--- src/rtl/match_timer_pkg.sv ---
package match_timer_pkg;
  localparam logic [3:0] A_CTRL  = 4'd0;
  localparam logic [3:0] A_PRESC = 4'd1;
  localparam logic [3:0] A_PCNT  = 4'd2;
  localparam logic [3:0] A_TCNT  = 4'd3;
  localparam logic [3:0] A_MCTRL = 4'd4;
  localparam logic [3:0] A_IFLAG = 4'd5;
  localparam logic [3:0] A_MATCH = 4'd8;

  // irq in bit 0, reset in bit 1, stop in bit 2 of each 3-bit group
  typedef struct packed {
    logic stop;
    logic clr;
    logic irq;
  } match_act_t;
endpackage

--- src/rtl/mt_prescaler.sv ---
module mt_prescaler #(
  parameter int unsigned PW = 32
) (
  input  logic          clk_i,
  input  logic          rst_ni,
  input  logic          en_i,
  input  logic          clr_i,
  input  logic [PW-1:0] limit_i,
  output logic          tick_o,
  output logic [PW-1:0] count_o
);
  logic [PW-1:0] cnt_q;
  logic          wrap;

  assign wrap    = (cnt_q >= limit_i);
  assign tick_o  = en_i && !clr_i && wrap;
  assign count_o = cnt_q;

  always_ff @(posedge clk_i or negedge rst_ni) begin
    if (!rst_ni)     cnt_q <= '0;
    else if (clr_i)  cnt_q <= '0;
    else if (en_i) begin
      if (wrap) cnt_q <= '0;
      else      cnt_q <= cnt_q + 1'b1;
    end
  end
endmodule

--- src/rtl/mt_counter.sv ---
module mt_counter #(
  parameter int unsigned CW = 32
) (
  input  logic          clk_i,
  input  logic          rst_ni,
  input  logic          clr_i,
  input  logic          tick_i,
  input  logic          zero_i,
  input  logic          halt_i,
  output logic [CW-1:0] count_o
);
  logic [CW-1:0] cnt_q;
  assign count_o = cnt_q;

  always_ff @(posedge clk_i or negedge rst_ni) begin
    if (!rst_ni)     cnt_q <= '0;
    else if (clr_i)  cnt_q <= '0;
    else if (tick_i) begin
      // zeroing beats halt, halt beats increment
      if (zero_i)       cnt_q <= '0;
      else if (!halt_i) cnt_q <= cnt_q + 1'b1;
    end
  end
endmodule

--- src/rtl/mt_match_bank.sv ---
module mt_match_bank
  import match_timer_pkg::*;
#(
  parameter int unsigned N  = 4,
  parameter int unsigned CW = 32
) (
  input  logic [CW-1:0]        count_i,
  input  logic                 tick_i,
  input  logic [N-1:0][CW-1:0] match_val_i,
  input  logic [3*N-1:0]       act_i,
  output logic [N-1:0]         hit_o,
  output logic [N-1:0]         irq_set_o,
  output logic                 zero_o,
  output logic                 stop_o
);
  logic [N-1:0] zero_v, stop_v;

  for (genvar n = 0; n < N; n++) begin : g_ch
    match_act_t act;
    assign act          = match_act_t'(act_i[3*n +: 3]);
    assign hit_o[n]     = tick_i && (count_i == match_val_i[n]);
    assign irq_set_o[n] = hit_o[n] && act.irq;
    assign zero_v[n]    = hit_o[n] && act.clr;
    assign stop_v[n]    = hit_o[n] && act.stop;
  end

  assign zero_o = |zero_v;
  assign stop_o = |stop_v;
endmodule

--- src/rtl/match_timer.sv ---
module match_timer
  import match_timer_pkg::*;
#(
  parameter int unsigned NUM_MATCH = 4,
  parameter int unsigned CNT_W     = 32,
  parameter int unsigned PRE_W     = 32,
  parameter int unsigned DATA_W    = 32
) (
  input  logic              clk_i,
  input  logic              rst_ni,
  input  logic              we_i,
  input  logic [3:0]        addr_i,
  input  logic [DATA_W-1:0] wdata_i,
  output logic [DATA_W-1:0] rdata_o,
  output logic              irq_o
);
  localparam int unsigned ACT_W = 3 * NUM_MATCH;

  logic                           run_q, hold_q;
  logic [PRE_W-1:0]               presc_q;
  logic [ACT_W-1:0]               act_q;
  logic [NUM_MATCH-1:0]           iflag_q;
  logic [NUM_MATCH-1:0][CNT_W-1:0] match_q;

  logic                 tick, zero_w, stop_w;
  logic [NUM_MATCH-1:0] hit, irq_set;
  logic [PRE_W-1:0]     pcnt;
  logic [CNT_W-1:0]     tcnt;
  logic                 match_sel;
  logic [2:0]           match_idx;

  assign match_sel = addr_i[3];
  assign match_idx = addr_i[2:0];

  mt_prescaler #(.PW(PRE_W)) i_presc (
    .clk_i   (clk_i),
    .rst_ni  (rst_ni),
    .en_i    (run_q),
    .clr_i   (hold_q),
    .limit_i (presc_q),
    .tick_o  (tick),
    .count_o (pcnt)
  );

  mt_counter #(.CW(CNT_W)) i_cnt (
    .clk_i   (clk_i),
    .rst_ni  (rst_ni),
    .clr_i   (hold_q),
    .tick_i  (tick),
    .zero_i  (zero_w),
    .halt_i  (stop_w),
    .count_o (tcnt)
  );

  mt_match_bank #(.N(NUM_MATCH), .CW(CNT_W)) i_match (
    .count_i     (tcnt),
    .tick_i      (tick),
    .match_val_i (match_q),
    .act_i       (act_q),
    .hit_o       (hit),
    .irq_set_o   (irq_set),
    .zero_o      (zero_w),
    .stop_o      (stop_w)
  );

  always_ff @(posedge clk_i or negedge rst_ni) begin
    if (!rst_ni) begin
      run_q   <= 1'b0;
      hold_q  <= 1'b0;
      presc_q <= '0;
      act_q   <= '0;
    end else begin
      if (we_i && addr_i == A_CTRL) begin
        run_q  <= wdata_i[0];
        hold_q <= wdata_i[1];
      end
      if (stop_w) run_q <= 1'b0;
      if (we_i && addr_i == A_PRESC) presc_q <= wdata_i[PRE_W-1:0];
      if (we_i && addr_i == A_MCTRL) act_q   <= wdata_i[ACT_W-1:0];
    end
  end

  // hardware set wins over a same-cycle software clear
  always_ff @(posedge clk_i or negedge rst_ni) begin
    if (!rst_ni) iflag_q <= '0;
    else if (we_i && addr_i == A_IFLAG)
      iflag_q <= (iflag_q & ~wdata_i[NUM_MATCH-1:0]) | irq_set;
    else
      iflag_q <= iflag_q | irq_set;
  end

  for (genvar n = 0; n < NUM_MATCH; n++) begin : g_mreg
    always_ff @(posedge clk_i or negedge rst_ni) begin
      if (!rst_ni) match_q[n] <= '0;
      else if (we_i && match_sel && match_idx == 3'(n))
        match_q[n] <= wdata_i[CNT_W-1:0];
    end
  end

  assign irq_o = |iflag_q;

  always_comb begin
    rdata_o = '0;
    if (match_sel) begin
      for (int n = 0; n < NUM_MATCH; n++)
        if (match_idx == 3'(n)) rdata_o[CNT_W-1:0] = match_q[n];
    end else begin
      case (addr_i)
        A_CTRL:  rdata_o[1:0]           = {hold_q, run_q};
        A_PRESC: rdata_o[PRE_W-1:0]     = presc_q;
        A_PCNT:  rdata_o[PRE_W-1:0]     = pcnt;
        A_TCNT:  rdata_o[CNT_W-1:0]     = tcnt;
        A_MCTRL: rdata_o[ACT_W-1:0]     = act_q;
        A_IFLAG: rdata_o[NUM_MATCH-1:0] = iflag_q;
        default: rdata_o                = '0;
      endcase
    end
  end
endmodule

--- config.mk ---
export PLATFORM = sky130hd
export DESIGN_NAME = match_timer
export DESIGN_NICKNAME = d
export VERILOG_FILES = /design/src/rtl/match_timer_pkg.sv /design/src/rtl/mt_prescaler.sv /design/src/rtl/mt_counter.sv /design/src/rtl/mt_match_bank.sv /design/src/rtl/match_timer.sv
export SDC_FILE = /design/constraint.sdc
export NUM_CORES = 1
export LEC_CHECK = 0
export BUFFER_PORTS_ARGS = -buffer_cell sky130_fd_sc_hd__buf_4
export CORE_MARGIN = 4
export CORE_UTILIZATION = 45
export DETAILED_ROUTE_END_ITERATION = 8
export HOLD_SLACK_MARGIN = 0.1
export PLACE_DENSITY = 0.74
export SYNTH_ARGS = -nofsm -noshare
export SYNTH_HDL_FRONTEND = slang
export SYNTH_HIERARCHICAL = 1
export SYNTH_SLANG_ARGS = --single-unit
--- constraint.sdc ---
create_clock -name clk_i -period 4.69 [get_ports clk_i]
set_clock_uncertainty 0.15 [all_clocks]
set_input_delay 0.469 -clock clk_i [delete_from_list [all_inputs] [get_ports clk_i]]
set_output_delay 0.469 -clock clk_i [all_outputs]
set_load 0.02 [all_outputs]
# Word-level counts from Yosys, hierarchy flattened

Index checks and enable logic that the tools add are counted.

Equal/unequal tests: 13
Order comparisons: 1
Bitwise logic cells: 4
Reduce and logical (&&, ||, !) cells: 37
Add/subtract/negate cells: 2
Muxes and demuxes: 19

Operators by type and width:

| operator                                                                | count |
|---|---|
| 32-bit 2-to-1 mux                                                       | 12 |
| 32-bit == test                                                          | 4 |
| 32-bit by 1-bit adder with 32-bit output, second input constant         | 2 |
| 20-bit case mux with 3 select lines                                     | 1 |
| 32-bit greater-or-equal comparator                                      | 1 |
| 8-bit case mux with 4 select lines                                      | 1 |
| 1-bit logical AND                                                       | 27 |
| 2-bit case mux with 6 select lines                                      | 1 |
| 4-bit OR reduction                                                      | 3 |
| 2-bit case mux with 5 select lines                                      | 1 |
| 4-bit by 2-bit == test with 1-bit output, second input constant         | 2 |
| 4-bit by 3-bit == test with 1-bit output, second input constant         | 2 |
| 4-bit bitwise OR                                                        | 2 |
| 3-bit by 2-bit == test with 1-bit output, second input constant         | 2 |
| 2-bit nonzero test                                                      | 3 |
| 4-bit AND                                                               | 1 |
| 4-bit by 1-bit == test with 1-bit output, second input constant         | 1 |
| 4-bit logical NOT                                                       | 1 |
| 4-bit 2-to-1 mux                                                        | 1 |
| 4-bit NOT                                                               | 1 |
| 3-bit by 1-bit == test with 1-bit output, second input constant         | 1 |
| 3-bit logical NOT                                                       | 1 |
| 3-bit by 2-bit inequality test with 1-bit output, second input constant | 1 |
| 1-bit 2-to-1 mux                                                        | 2 |
| 2 further kinds                                                         | 2 |

Output and inout port bits: 33
Bits of input ports: 39
Logic and storage cells: 87
Bits in registers: 242

# Logic depth before layout (Yosys ltp)

Gate-level depths: netlist of the first run.

Depth in word-level cells: 10
Gate-level depth with buffers: 20
Depth with buffers taken out: 16

# By module

Netlist of the first run, hierarchy kept.

Modules (own cells, without submodules):

| module        | area each (um^2) | sequential area each (um^2) | times used | cells each |
|---|---|---|---|---|
| match_timer   | 9130.0           | 4454.3                      | 1          | 650 |
| mt_prescaler  | 2895.3           | 800.8                       | 1          | 360 |
| mt_match_bank | 1874.3           | 0.0                         | 1          | 230 |
| mt_counter    | 1770.4           | 800.8                       | 1          | 194 |

# Worst setup path after synthesis of the first run

No wires, ideal clock.

Path kind: flip-flop to flip-flop
From: register i_presc.cnt_q[15], in the netlist i_presc/count_o[15]
To: register i_cnt.cnt_q[27], in the netlist i_cnt/count_o[27]
Path slack: 0.297 ns
Required time: 4.462 ns
Period minus slack after synthesis: 4.393 ns
Library setup time: 0.078 ns
Arrival: 4.165 ns
Cell stages (with the launch flop): 19
Buffers on the path: 4
Path through: dfrtp_1 -> ha_1 -> nand4_1 -> nor3_1 -> o21ai_0 -> a41oi_1 -> nor2_2 -> buf_4 -> buf_2 -> nor3b_1 -> nand3_1 -> o2111ai_1 -> nand2b_1 -> a21o_2 -> buf_4 -> nand4_4 -> buf_6 -> or3_1 -> a21oi_1

Word-level cells in the longest chain between the ends: 8
Elaborated cells on any way between the ends: 22
Those cells by class: order compare (1); eq/ne (1); mux (3); reduce/logical (17)

Ends and longest elaborated chain:

| element                              | RTL line            | RTL |
|---|---|---|
| start: declaration                   | mt_prescaler.sv:12  | `logic [PW-1:0] cnt_q;` |
| start signal: assignment             | mt_prescaler.sv:24  | `else cnt_q <= cnt_q + 1'b1;` |
| 32-bit greater-or-equal comparator * | mt_prescaler.sv:15  | `assign wrap = (cnt_q >= limit_i);` |
| 1-bit logical AND *                  | mt_prescaler.sv:16  | `assign tick_o = en_i && !clr_i && wrap;` |
| named net tick                       | match_timer.sv:25   | `logic tick, zero_w, stop_w;` |
| 1-bit logical AND                    | mt_match_bank.sv:21 | `assign hit_o[n] = tick_i && (count_i == match_val_i[n]);` |
| 1-bit logical AND                    | mt_match_bank.sv:23 | `assign zero_v[n] = hit_o[n] && act.clr;` |
| 4-bit OR reduction *                 | mt_match_bank.sv:27 | `assign zero_o = \|zero_v;` |
| named net zero_w                     | match_timer.sv:25   |  |
| 32-bit 2-to-1 mux                    | mt_counter.sv:20    | `if (zero_i) cnt_q <= '0;` |
| 32-bit 2-to-1 mux                    | mt_counter.sv:18    | `else if (tick_i) begin` |
| 32-bit 2-to-1 mux                    | mt_counter.sv:17    | `else if (clr_i) cnt_q <= '0;` |
| end signal: assignment               | mt_counter.sv:21    | `else if (!halt_i) cnt_q <= cnt_q + 1'b1;` |
| end: declaration                     | mt_counter.sv:12    | `logic [CW-1:0] cnt_q;` |

The timed path passes the listed nets; every way through them passes the cells marked *. The select of a mux whose other input is x is not followed.
A chain may end at the register's enable or synchronous reset.

# Worst setup path after layout of the first run

From: register i_presc.cnt_q[24], in the netlist i_presc/count_o[24]
To: register i_cnt.cnt_q[28], in the netlist i_cnt/count_o[28]

The elaborated chain is that of the path after synthesis.

==> results of run 1 <==
[worst register-to-register path, cell delays in order, from the launching register on]
cell       delay [ps]
dfrtp_1           470
ha_1              330
nand4_1           150
nor4_2            310
o21ai_0           190
a41oi_1           280
nor2_2             80
nor3b_1           220
buf_4             220
and3_1            260
nand4_1           120
o2111ai_1         160
nor3b_1           130
nor2_1            350
nand3_2           280
or3_1             410
a21oi_1           140
[area by class of cell]
cell class / count / area (sq um)
Clock buffer: 32 / 734.5
Clock inverter: 16 / 198.9
Fill cell: 3026 / 16820
Inverter: 50 / 187.7
Multi-Input combinational cell: 1038 / 8743
Sequential cell: 242 / 6056
Tap cell: 455 / 569.3
Timing Repair Buffer: 139 / 1144
[final timing paths]
check / from / end / slack [ps] / depth (start not counted)
hold reg to reg: iflag_q[1] / iflag_q[1] / 350 / 1
hold / removal: wdata_i[0] / match_q[64] / 130 / 2
setup / recovery: i_presc/count_o[24] / i_cnt/count_o[28] / 340 / 16
max in group asynchronous: rst_ni / presc_q[6] / 2950 / 3
setup reg to reg: i_presc/count_o[24] / i_cnt/count_o[28] / 340 / 16
min in group asynchronous: rst_ni / i_presc/count_o[24] / 380 / 2
[stage by stage]
| stage | total power [mW] | utilization [%] |
|---|---|---|
| after floorplan | 3.978 | - |
| after global placement | 4.567 | 47.52 |
| after detailed placement | 4.616 | 47.52 |
| after CTS | 6.897 | 51.15 |
| after global routing | 7.157 | 51.17 |
| final | 6.908 | 51.17 |
[sequential cells by signal, indices dropped and copies added (netlist names)]
| signal | count |
|---|---|
| match_q | 128 |
| i_cnt/count_o | 32 |
| i_presc/count_o | 32 |
| presc_q | 32 |
| act_q | 12 |
| iflag_q | 4 |
| hold_q | 1 |
| run_q | 1 |
[placed cells by master, fill, tap and decap left out, drive strengths merged, types with 16 or more instances in the layout]
master and n:
buf 107, inv 51, mux4 17, a21oi 39, nand2 62, xnor2 123, nor2 80, nand4 53
nand3 53, dlygate4sd3 32, clkbuf 32, and3 22, o21ai 38, nor3 20, nor2b 16, xor2 19
mux2 199, mux2i 40, ha 34, dfrtp 242
[where the power goes]
group	switching (mW)	leakage [nW]	internal, mW
clock network	0.920	0.456	1.34
logic	0.895	3.87	0.882
registers	0.418	3.08	2.46
total	2.23	7.41	4.68
[what timing repair did]
item                                    CTS  global route
gates resized for setup                   0             1
hold buffers                             32             0
endpoints found under the setup margin    0             4
hold endpoints to repair                275             0
[metal layers]
layer	up-vias	global-route usage [%]	share of wire, %
met5	-	0	0
met4	0	11.38	5.1
met3	137	4.230	9.8
met2	675	40.77	45
met1	6166	36.08	40
li1	5335	-	-
==> flow_metrics.tcl, run 1 <==
set metrics [dict create \
    yosysWarnings 6 \
    cp_num_buf_inv 1 \
    maxCapViolations 0 \
    peakVddDrop_uv 267.7 \
    grt_setup_unrepaired "false" \
    grt_usage_pct 26.10 \
    worst_slack_ps 335.7 \
    htreeDepth 1 \
    fin_nets 1571 \
    clk_pin_slew_ps 70 \
    placed_cell_area_sq_um 16370 \
    vias_per_cell 6.244 \
    status "finished, final reports clean" \
    cp_slowest_cell "dfrtp_1" \
    min_period_ps 4354 \
    grt_overflow 0 \
    insertion_delay_ps 570 \
    cts_tree "yes" \
    die_area_sq_um 37830 \
    grt_max_degree 118 \
    required_ps 5030 \
    slew_violations 0 \
    fin_crit_sh_pct 92.84 \
    ant_nets 0 \
    wl_per_cell_microns 25.66 \
    row_count 68 \
    numCtsBuffers 27 \
    drc_errors 0 \
    synthCells 1431 \
    clock.fmax_mhz 229.7 \
    hold_viol 0 \
    cp_top_family "simple AND/OR/NAND/NOR gates" \
    synth_area_sq_um 15650 \
    drt_iter0_drc 1184 \
    portBuffers 71 \
    synth_nets 1504 \
    grt_pass1_vias 12240 \
    drive_gt1_share_pct 27.29 \
    dp_cells 1892 \
    gp_congestion 0.9838 \
    worst_pin_slew_ps 985.9 \
    critical-path-max-stage-delay_ps 470 \
    holdCritPathClass "in2reg" \
    antenna_found_initial 0 \
    power.leakage_nw 7.411 \
    place_hpwl_microns 36720 \
    root_buffer "clkbuf_16" \
    slew_headroom_pct 34.27 \
    fp.coreArea_sq_um 34460 \
    cp.arrival_ps 4700 \
    start_kind "flop" \
    post_cts_buffers 0 \
    die_h_microns 194.5 \
    synth.avg_cell_area_sq_um 10.94 \
    syn_to_final_growth_pct 12.65 \
    clock_sinks 242 \
    cts_max_path_buffers 3 \
    vias 12310 \
    dieWidth_microns 194.5 \
    insertedDiodeCount 0 \
    post-place-ws_ps 371.2 \
    wl_microns 50610 \
    ios 72 \
    path_class "reg2reg" \
    critPathMaxFanout 10 \
    design_area_sq_um 17630 \
    setup_tns_ps 0 \
    end_kind "flop" \
    path_cells "ha_1 > nand4_1 > nor4_2 > o21ai_0 > a41oi_1 > nor2_2 > nor3b_1 > buf_4 > and3_1 > nand4_1 > o2111ai_1 > nor3b_1 > nor2_1 > nand3_2 > or3_1 > a21oi_1" \
    initial_utilization_pct 45.43 \
    p_per_area_nw_per_um2 391.8 \
    finalSetupViolations 0 \
    holdWs_ps 125.0 \
    stdcell_count 1972 \
    grt_first_pass_wirelength_microns 77040 \
    first_pass_iters 6 \
]
Note: power is estimated with default switching activity, not from simulation.
==> inputs of run 2 (changes only) <==
BUFFER_PORTS_ARGS = default   (was -buffer_cell sky130_fd_sc_hd__buf_4)
DONT_BUFFER_PORTS = 1   (was default)
PLACE_DENSITY = 0.72   (was 0.74)
==> flow_metrics.tcl, run 2 (synthesis gave the netlist of run 1 again) <==
set metrics [dict create \
    hold_viol 242 \
    peakVddDrop_uv 317.8 \
    setup_tns_ps 0 \
    first_pass_iters 7 \
    slew_headroom_pct 34.96 \
    syn_to_final_growth_pct 8.321 \
    wl_microns 50040 \
    status "finished with violations" \
    violations "negative hold slack" \
    critPathMaxFanout 13 \
    cp.arrival_ps 4700 \
    die_h_microns 194.5 \
    gp_congestion 0.9492 \
    clock_sinks 242 \
    vias 12010 \
    fin_crit_sh_pct 93.10 \
    path_class "reg2reg" \
    start_kind "flop" \
    regToRegEndpoint "i_cnt/count_o[31]" \
    design_area_sq_um 16960 \
    drt_iter0_drc 1194 \
    maxCapViolations 0 \
    insertion_delay_ps 570 \
    grt_setup_unrepaired "false" \
    layout_commonest_cell "dfrtp_1" \
    end_kind "flop" \
    grt_first_pass_wirelength_microns 76560 \
    antenna_found_initial 4 \
    root_buffer "clkbuf_16" \
    rr_worst_depth 16 \
    vias_per_cell 6.347 \
    required_ps 5030 \
    grt_max_degree 243 \
    slew_violations 0 \
    grt_overflow 0 \
    row_count 68 \
    placed_cell_area_sq_um 15690 \
    ant_nets 0 \
    r2r_start "i_presc/count_o[18]" \
    grt_pass1_vias 11930 \
    drive_gt1_share_pct 22.58 \
    largest_register "match_q" \
    initial_utilization_pct 45.43 \
    dieWidth_microns 194.5 \
    final_cell_mix "dfrtp_1, mux2_2, xnor2_1, nor2_1, mux2_4" \
    clk_pin_slew_ps 60 \
    wl_per_cell_microns 26.45 \
    worst_pin_slew_ps 968.2 \
    largest_reg_flops 128 \
    ios 72 \
    fp.coreArea_sq_um 34460 \
    portBuffers 0 \
    p_per_area_nw_per_um2 391.4 \
    clock.fmax_mhz 229.0 \
    holdCritPathClass "in2async" \
    fill_cells 3042 \
    cts_max_path_buffers 3 \
    cts_tree "yes" \
    drc_errors 0 \
    grt_usage_pct 25.76 \
    reg2reg_slack_ps 320 \
    place_hpwl_microns 35380 \
    min_period_ps 4367 \
    die_area_sq_um 37830 \
    ctsHoldBuffers 37 \
    holdWs_ps -549.9 \
    power.leakage_nw 6.955 \
    htreeDepth 1 \
    finalSetupViolations 0 \
    fin_nets 1488 \
    numCtsBuffers 28 \
]
run 2: changes by cell type in the layout (fill, tap and decap cells not counted), moves of 2 or more:
cell and delta:
clkbuf_1 +4, buf_4 -87, clkinv_4 -2, bufinv_16 -3
dlygate4sd3_1 +5, diode_2 +2
run 2: what timing repair did:
action | 4_1_cts | 5_1_grt
setup endpoints to repair | 0 | 3
gates resized for setup | 0 | 1
hold endpoints to repair | 420 | 242
setup buffers | 0 | 0
run 2: worst max-delay path, cell delays in order, from the launching register on:
cell,delay (ps)
dfrtp_1,500
ha_1,340
nand2_1,70
o21ai_1,390
o21ai_0,280
a41oi_1,310
nor2_2,80
nor3b_1,240
buf_4,210
and3_1,230
nand4_1,110
o2111ai_1,160
nand2b_1,150
a21o_2,250
nand4_4,210
or3_1,400
a21oi_1,170
run 2: metrics by stage:
step / setup slack (ps) / std cells / total power, mW / hold WS [ps] / utilization, %
finish: 323.5 / 1892 / 6.637 / -549.9 / 49.21
global route: 83.28 / 1892 / 6.892 / -563.6 / 49.21
CTS: 334.8 / 1890 / 6.627 / -558.3 / 49.19
detailed placement: 397.5 / 1803 / 4.431 / 41.23 / 45.52
global placement: 544.8 / 1803 / 4.381 / 39.72 / 45.52
floorplan: 337.2 / 1431 / 3.978 / 23.41 / -
run 2: routing by layer:
metal	GRT usage [%]	vias to the layer above	share of wire, %	routed length [microns]
met5	0	-	0.058	29
met4	10.13	4	4.7	2370
met3	5.876	139	9.7	4861
met2	40.90	608	46	22850
met1	34.43	6069	40	19930
li1	-	5189	-	-
run 2: worst max path at each step:
stage / cells past startpoint / from / slack [ps] / end
floorplan: 18 / i_presc/count_o[15] / 340 / i_cnt/count_o[27]
global placement: 16 / i_presc/count_o[18] / 540 / i_cnt/count_o[28]
detailed placement: 16 / i_presc/count_o[18] / 400 / i_cnt/count_o[28]
CTS: 16 / i_presc/count_o[17] / 330 / i_cnt/count_o[28]
global route: 16 / i_presc/count_o[17] / 80 / i_cnt/count_o[23]
finish: 16 / i_presc/count_o[18] / 320 / i_cnt/count_o[31]
run 2: cell type report:
class                           instances  area [sq um]  area share, %
Sequential cell                       242          6056          35.71
Clock inverter                         12         103.9         0.6125
Tap cell                              455         569.3          3.357
Inverter                               50         187.7          1.107
Antenna cell                            2         5.005        0.02952
Timing Repair Buffer                   55         505.5          2.981
Clock buffer                           38         788.3          4.649
Multi-Input combinational cell       1038          8741          51.55
run 2: report_power, final:
| group | internal, mW | total (mW) | switching, mW |
|---|---|---|---|
| Combinational | 0.816 | 1.60 | 0.787 |
| Sequential | 2.46 | 2.89 | 0.433 |
| Clock | 1.23 | 2.14 | 0.916 |
| Total | 4.50 | 6.64 | 2.14 |
==> inputs of run 3 (changes only) <==
ABC_AREA = 1   (was default)
HOLD_SLACK_MARGIN = 0.15   (was 0.1)
==> flow_metrics.tcl, run 3 <==
set metrics [dict create \
    stdcell_count 3012 \
    synth_area_sq_um 16480 \
    portBuffers 0 \
    post-route-util_pct 50.35 \
    die_h_microns 199.3 \
    row_count 69 \
    grt_setup_unrepaired "false" \
    fin_nets 2603 \
    peakVddDrop_uv 342.3 \
    cts_tree "yes" \
    maxCapViolations 0 \
    worst_pin_slew_ps 764.7 \
    insertedDiodeCount 0 \
    grt_usage_pct 30.22 \
    holdCritPathClass "in2async" \
    combPwrFrac_pct 20.5 \
    drc_errors 0 \
    min_period_ps 4019 \
    layout_commonest_cell "nand2_1" \
    dieWidth_microns 199.3 \
    final_cell_mix "nand2_1, nor2_1, inv_1, dfrtp_1, nand3_1" \
    root_buffer "clkbuf_16" \
    vias 16800 \
    design_area_sq_um 18040 \
    insertion_delay_ps 600 \
    p_sw_mw 2.262 \
    rr_worst_depth 26 \
    critPathMaxFanout 19 \
    dp_cells 2926 \
    largest_reg_flops 128 \
    placed_cell_area_sq_um 16740 \
    post_cts_buffers 0 \
    die_area_sq_um 39740 \
    grt_pass1_vias 15510 \
    clock_sinks 242 \
    cts_max_path_buffers 3 \
    p_sw_share_pct 34.92 \
    holdWs_ps -543.9 \
    clk_pin_slew_ps 70 \
    slew_violations 0 \
    required_ps 5020 \
    grt_first_pass_wirelength_microns 92890 \
    slew_headroom_pct 49.02 \
    drt_iter0_drc 2228 \
    numCtsBuffers 29 \
    p_clk_share_pct 35.5 \
    synth.avg_cell_area_sq_um 6.507 \
    place_hpwl_microns 43720 \
    first_pass_iters 5 \
    wl_per_cell_microns 20.01 \
    syn_to_final_growth_pct 9.485 \
    ios 72 \
    cp.arrival_ps 4350 \
    synthCells 2532 \
    status "finished with violations" \
    htreeDepth 1 \
    wl_microns 60280 \
    antenna_found_initial 1 \
    end_kind "flop" \
    vias_per_cell 5.579 \
    setup_tns_ps 0 \
    power.leakage_nw 8.896 \
    p_per_area_nw_per_um2 359.2 \
    ctsHoldBuffers 34 \
    start_kind "flop" \
    synth_nets 2605 \
    cts.repair.resized 0 \
    fin_crit_sh_pct 85.70 \
    path_class "reg2reg" \
    clock.fmax_mhz 248.8 \
    pwr-share-seq_pct 44.0 \
    largest_register "match_q" \
    fp.coreArea_sq_um 35830 \
    drive_gt1_share_pct 7.252 \
    internal_power_mw 4.216 \
    initial_utilization_pct 45.99 \
    violations "negative hold slack" \
    ant_nets 0 \
    gp_congestion 1.010 \
    yosysWarnings 6 \
    finalSetupViolations 0 \
    hold_viol 242 \
    grt_max_degree 243 \
    grt_overflow 0 \
    finalPower_mw 6.479 \
]
==> run 3: cell types whose count changed in the layout (fill, tap and decap cells not counted), sizes merged, moves of 16 or more <==
| cell | previous run | this run |
|---|---|---|
| nor2 | 80 | 382 |
| mux2i | 40 | 0 |
| xnor2 | 123 | 43 |
| nand3 | 53 | 204 |
| and3 | 22 | 5 |
| mux4 | 17 | 0 |
| o21ai | 38 | 220 |
| inv | 50 | 328 |
| mux2 | 199 | 0 |
| nor2b | 16 | 0 |
| nand2 | 62 | 877 |
| nand4 | 53 | 10 |
==> run 3: area by class of cell <==
type                            count  area [sq um]
Clock buffer                       41         820.8
Clock inverter                     11         132.6
Fill cell                        3607         17790
Inverter                          327          1232
Multi-Input combinational cell   1876          8730
Sequential cell                   242          6056
Tap cell                          461         576.8
Timing Repair Buffer               54         490.5
==> run 3: metrics by stage <==
stage,hold WS (ps),setup slack [ps]
2_1_floorplan,23.41,1240
3_3_place_gp,46.96,906.8
3_5_place_dp,44.66,781.5
4_1_cts,-591.5,745.3
5_1_grt,-564.8,331.3
6_report,-543.9,670.6
==> run 3: power groups by stage <==
| stage | combinational (mW) | clock, mW | sequential (mW) |
|---|---|---|---|
| after floorplan | 0.972 | 0 | 2.69 |
| after global placement | 1.24 | 0 | 2.85 |
| after detailed placement | 1.27 | 0 | 2.86 |
| after CTS | 1.30 | 2.32 | 2.83 |
| after global routing | 1.50 | 2.41 | 2.88 |
| final | 1.33 | 2.30 | 2.85 |
==> run 3: final timing paths <==
kind | startpoint | endpoint | slack, ps
hold / removal | rst_ni | match_q[118] | -540
hold reg to reg | presc_q[12] | presc_q[12] | 360
setup / recovery | i_presc/count_o[19] | i_cnt/count_o[10] | 670
setup reg to reg | i_presc/count_o[19] | i_cnt/count_o[10] | 670
min in group clk_i | addr_i[2] | run_q | 200
max in group asynchronous | rst_ni | match_q[34] | 4450
==> run 3: worst max-delay path, cell delays in order, from the launching register on <==
cell	delay [ps]
dfrtp_1	480
ha_1	350
nand2_1	70
o21ai_0	200
nand2_1	80
a21oi_1	160
nor2_2	70
a21oi_1	150
buf_4	160
inv_1	80
a21oi_1	130
nand2_1	80
nor3_2	120
nand2_1	70
nor2_1	200
nand3_1	110
nand2_1	70
inv_1	40
nand2_1	170
nand2_1	100
nand2_2	100
nand2_4	150
nand2_2	150
nor2_2	70
or2_2	270
nand2_1	70
inv_1	30
==> run 3: metal layers <==
layer  part of all wire, %  global-route usage [%]
met5                     0                       0
met4                   3.2                   9.132
met3                    12                   7.317
met2                    42                   44.50
met1                    43                   44.22
